===== config.mk =====
export PLATFORM = sky130hd
export DESIGN_NAME = sa_word_eval
export DESIGN_NICKNAME = d
export VERILOG_FILES = /design/src/rtl/sa_pkg.sv /design/src/rtl/sa_mask_gen.sv /design/src/rtl/sa_eval_core.sv /design/src/rtl/sa_compare.sv /design/src/rtl/sa_sticky.sv /design/src/rtl/sa_word_eval.sv
export SDC_FILE = /design/constraint.sdc
export NUM_CORES = 1
export LEC_CHECK = 0
export ABC_AREA = 0
export BUFFER_PORTS_ARGS = -buffer_cell sky130_fd_sc_hd__buf_2
export CAP_MARGIN = 15
export CORE_MARGIN = 1
export CORE_UTILIZATION = 40
export DETAILED_ROUTE_END_ITERATION = 10
export MAX_ROUTING_LAYER = met4
export PLACE_DENSITY = 0.67
export SLEW_MARGIN = 30
export SYNTH_ARGS = -nofsm -noshare
export SYNTH_HDL_FRONTEND = slang
export SYNTH_SLANG_ARGS = --single-unit

===== constraint.sdc =====
create_clock -name clk -period 14.2 [get_ports clk]
set_input_delay 4.26 -clock clk [delete_from_list [all_inputs] [get_ports clk]]
set_output_delay 4.26 -clock clk [all_outputs]
set_load 0.02 [all_outputs]

===== src/rtl/sa_pkg.sv =====
package sa_pkg;
  localparam int NSITE  = 6;
  localparam int WORD_W = 2 * NSITE + 1;
  localparam int CNT_W  = $clog2(WORD_W);

  localparam int SITE_A   = 0;
  localparam int SITE_B   = 1;
  localparam int SITE_C   = 2;
  localparam int SITE_AND = 3;
  localparam int SITE_INV = 4;
  localparam int SITE_F   = 5;

  typedef logic [WORD_W-1:0] word_t;

  // bit that carries site s stuck at the given level
  function automatic int fault_bit(input int s, input bit level);
    return 2 * s + 1 + (level ? 1 : 0);
  endfunction

  // apply per-copy forcing to a word of net values
  function automatic word_t force_net(input word_t v, input word_t m0, input word_t m1);
    return (v & ~m0) | m1;
  endfunction

  function automatic logic [CNT_W-1:0] popcount(input word_t w);
    logic [CNT_W-1:0] n;
    n = '0;
    for (int i = 0; i < WORD_W; i++) n = n + CNT_W'(w[i]);
    return n;
  endfunction
endpackage


===== src/rtl/sa_mask_gen.sv =====
module sa_mask_gen
  import sa_pkg::*;
(
  output word_t sa0_mask [NSITE],
  output word_t sa1_mask [NSITE]
);
  for (genvar s = 0; s < NSITE; s++) begin : g_site
    localparam int B0 = 2 * s + 1;
    localparam int B1 = 2 * s + 2;
    assign sa0_mask[s] = word_t'(1) << B0;
    assign sa1_mask[s] = word_t'(1) << B1;
  end
endmodule


===== src/rtl/sa_eval_core.sv =====
module sa_eval_core
  import sa_pkg::*;
(
  input  logic  in_a,
  input  logic  in_b,
  input  logic  in_c,
  input  word_t sa0_mask [NSITE],
  input  word_t sa1_mask [NSITE],
  output word_t f_word
);
  word_t a_w, b_w, c_w, and_w, inv_w;

  always_comb begin
    a_w    = force_net({WORD_W{in_a}}, sa0_mask[SITE_A], sa1_mask[SITE_A]);
    b_w    = force_net({WORD_W{in_b}}, sa0_mask[SITE_B], sa1_mask[SITE_B]);
    c_w    = force_net({WORD_W{in_c}}, sa0_mask[SITE_C], sa1_mask[SITE_C]);
    and_w  = force_net(a_w & b_w, sa0_mask[SITE_AND], sa1_mask[SITE_AND]);
    inv_w  = force_net(~c_w, sa0_mask[SITE_INV], sa1_mask[SITE_INV]);
    f_word = force_net(and_w | inv_w, sa0_mask[SITE_F], sa1_mask[SITE_F]);
  end
endmodule


===== src/rtl/sa_compare.sv =====
module sa_compare
  import sa_pkg::*;
(
  input  word_t f_word,
  output word_t diff
);
  // every copy against the good copy in bit 0; bit 0 compares to itself
  assign diff = f_word ^ {WORD_W{f_word[0]}};
endmodule


===== src/rtl/sa_sticky.sv =====
module sa_sticky
  import sa_pkg::*;
(
  input  logic             clk,
  input  logic             rst_n,
  input  logic             clr,
  input  logic             strobe,
  input  word_t            diff,
  output word_t            hit_mask,
  output word_t            det_flags,
  output logic [CNT_W-1:0] det_count
);
  always_ff @(posedge clk) begin
    if (!rst_n) begin
      hit_mask  <= '0;
      det_flags <= '0;
    end else begin
      if (strobe) hit_mask <= diff;
      if (clr) det_flags <= '0;
      else if (strobe) det_flags <= det_flags | diff;
    end
  end

  assign det_count = popcount(det_flags);
endmodule


===== src/rtl/sa_word_eval.sv =====
module sa_word_eval
  import sa_pkg::*;
(
  input  logic              clk,
  input  logic              rst_n,
  input  logic              clr,
  input  logic              strobe,
  input  logic              in_a,
  input  logic              in_b,
  input  logic              in_c,
  output logic [WORD_W-1:0] hit_mask,
  output logic [WORD_W-1:0] det_flags,
  output logic [CNT_W-1:0]  det_count
);
  word_t sa0_mask [NSITE];
  word_t sa1_mask [NSITE];
  word_t f_word;
  word_t cmp_diff;

  sa_mask_gen u_masks (.sa0_mask(sa0_mask), .sa1_mask(sa1_mask));

  sa_eval_core u_core (
    .in_a(in_a), .in_b(in_b), .in_c(in_c),
    .sa0_mask(sa0_mask), .sa1_mask(sa1_mask), .f_word(f_word)
  );

  sa_compare u_cmp (.f_word(f_word), .diff(cmp_diff));

  sa_sticky u_sticky (
    .clk(clk), .rst_n(rst_n), .clr(clr), .strobe(strobe), .diff(cmp_diff),
    .hit_mask(hit_mask), .det_flags(det_flags), .det_count(det_count)
  );
endmodule


==> results.tsv <==
metric	value	unit
clk_lat worst skew	0.29	ns
internal cell power	0.0743	mW
# fillers	245	
Hold Slack	0.498	ns
WP data required	9.94	ns
power density over the cells	89.8	nW/um^2
Primary FF master, synth	dfxtp_1	
Hold Path Class	flip-flop to flip-flop	
setup bufs post-CTS	0	
Clk pin slew, worst setup/hold paths	0.10	ns
# diodes	0	
Die H	51.1	um
hold depth	2	
Cell Area, Synth	965	sq um
delay-heaviest family, CP	adder cells	
buffer depth of the longest clock path	2	
number of synthesized flops with an enable pin	0	
total die area	2610	sq um
sum of buffers and inverters on the critical path	5	
Core Rows	17	
global route total overflow	0	
run status	finished clean	
fin nets	144	
Fin Setup TNS	0	ns
share of cells above drive strength 1	34.4	%
post-DR wirelength/cell	10.8	um
Min Clock Period, post-route	7.99	ns
reg2reg setup slack	13.46	ns
setup ws final	6.21	ns
chip width	51.1	um
Final Hold Viols	0	
Worst path most repeated cell	fa_1	
top-level port count	37	
cells after synthesis	95	
delay of the slowest critical-path stage	0.54	ns
CP Capture Type	primary output	
WS Path Type	flip-flop to primary output	
Syn-to-layout area delta	18.4	%
largest net degree at the start of global routing	11	
hold buffers post-CTS	0	
CP Depth	12	
Critical Path Source Type	flip-flop	
Slowest-stage cell, CP	fa_1	
Clk pwr share	30.3	%
maximum fanout along the worst path	2	
CTS Sinks	18	
First DRT Iteration DRCs	2	
Pre-antenna DRT Iters	4	
core region area	2230	sq um
post-cts resize count	0	
initial antenna violation count	0	
Switch Pwr	0.0284	mW
overall global routing resource usage	15.6	%
Post-route DRC	0	
Arr. time, crit path	3.73	ns
final instance area	1140	sq um
first-pass GRT wire length	2820	um
Final Setup Violations	0	
maximum capacitance violations	0	
Placement Cell Area	1110	sq um
vias in the first global route	673	
vias per cell	4.49	
Layout Skew	0	ns
port bufs	34	
final WL	1660	um
Initial Util	43.2	%
r2r worst-path depth	2	
Mean Syn Cell Area	10.2	sq um
Logic pwr share	18.1	%
fin crit share	56.3	%
Vias	687	
Tot Pwr	0.103	mW
Root Buffer	clkbuf_4	
flop and latch count out of synthesis	18	
synth warn	0	
Sw Share	27.7	%
worst-path cell chain	inv_1, fa_1, inv_1, fa_1, inv_1, fa_1, fa_1, inv_1, ha_1, fa_1, xor2_1, buf_2	
global placement routability congestion	0.685	
Peak VDD IR	0.0614	mV
register area share after synthesis	37.4	%
ys async rst share	0	%
RSZ-0062 raised after global routing	false	
Final Max Slew Viols	0	
Max Fclk	0.125	GHz
leak pwr	0.629	nW
Yosys cell types	24	
ANT nets after route	0	
pre-CTS setup slack	6.52	ns
CTS tree	yes	
dpl hpwl	1390	um
TritonCTS Buffers	3	
H-Tree Depth	1	
sequential power share	51.7	%
registers in the layout, indices dropped and copies added (netlist names):
register,cells
u_sticky.det_flags,12
u_sticky.hit_mask,6
tightest hold or removal path, delay by kind of cell (launching register included):
family           cells  cell delay, ns
AND/OR/NAND/NOR      1            0.06
flip-flops           1            0.33
AO/OA/AOI/OAI        1            0.07
cell type report:
class | instances | area, sq um | area share [%]
well taps | 28 | 35.0 | 3.07
flip-flops and latches | 18 | 360 | 31.5
repair buffers | 34 | 170 | 14.9
clock buffers | 4 | 36.3 | 3.18
inverters | 19 | 71.3 | 6.24
multi-input cells | 50 | 469 | 41.1
path summary, 6_finish.rpt:
check,startpoint,endpoint
setup / recovery,u_sticky.det_flags[6],det_count[2]
hold / removal,u_sticky.hit_mask[9],u_sticky.hit_mask[9]
setup reg to reg,u_sticky.hit_mask[10],u_sticky.hit_mask[10]
hold reg to reg,u_sticky.hit_mask[9],u_sticky.hit_mask[9]
cell families after synthesis:
family                   synth area share [%]
flip-flops                               37.4
XOR/XNOR                                0.908
AND/OR/NAND/NOR                          10.4
adder cells (fa/ha/maj)                  19.7
AO/OA/AOI/OAI                            16.9
other                                   0.389
buffers and inverters                    14.4
placed cells by master, fill, tap and decap left out, drive strengths merged, types with 3 or more instances in the layout:
master	synthesis	final
o21a	13	13
and2b	3	3
a21oi	3	3
buf	9	34
dfxtp	18	18
clkbuf	0	4
ha	4	4
inv	19	19
fa	7	7
cells in the mapped netlist (2+ instances only):
| cell | count | area (sq um) |
|---|---|---|
| nor2b_1 | 2 | 12.5 |
| nor3b_2 | 2 | 25.0 |
| and2b_1 | 3 | 22.5 |
| a21o_1 | 2 | 15.0 |
| nand2b_1 | 2 | 12.5 |
| fa_1 | 7 | 140 |
| buf_4 | 9 | 67.6 |
| dfxtp_1 | 18 | 360 |
| o21a_1 | 13 | 97.6 |
| inv_1 | 19 | 71.3 |
| ha_1 | 4 | 50.1 |
| a21oi_1 | 2 | 10.0 |
routing by layer:
metal	up-vias	track usage (%)	wire length, um
met2	20	27.0	841
met3	3	5.95	99
met5	-	-	0
met4	0	5.56	22
li1	346	-	-
met1	318	15.9	697
power by group through the flow:
stage / registers [mW] / clock network, mW / logic [mW]
finish: 0.0530 / 0.0311 / 0.0185
detailed placement: 0.0543 / 0 / 0.0186
global placement: 0.0542 / 0 / 0.0181
global route: 0.0533 / 0.0338 / 0.0206
CTS: 0.0531 / 0.0325 / 0.0187
floorplan: 0.0561 / 0 / 0.0122
through the flow:
stage | instances | util [%]
final | 153 | 51.1
after floorplan | 96 | -
after detailed placement | 149 | 49.5
after global routing | 153 | 51.1
after global placement | 149 | 49.5
after CTS | 153 | 51.1
(Power assumes the default switching activity.)
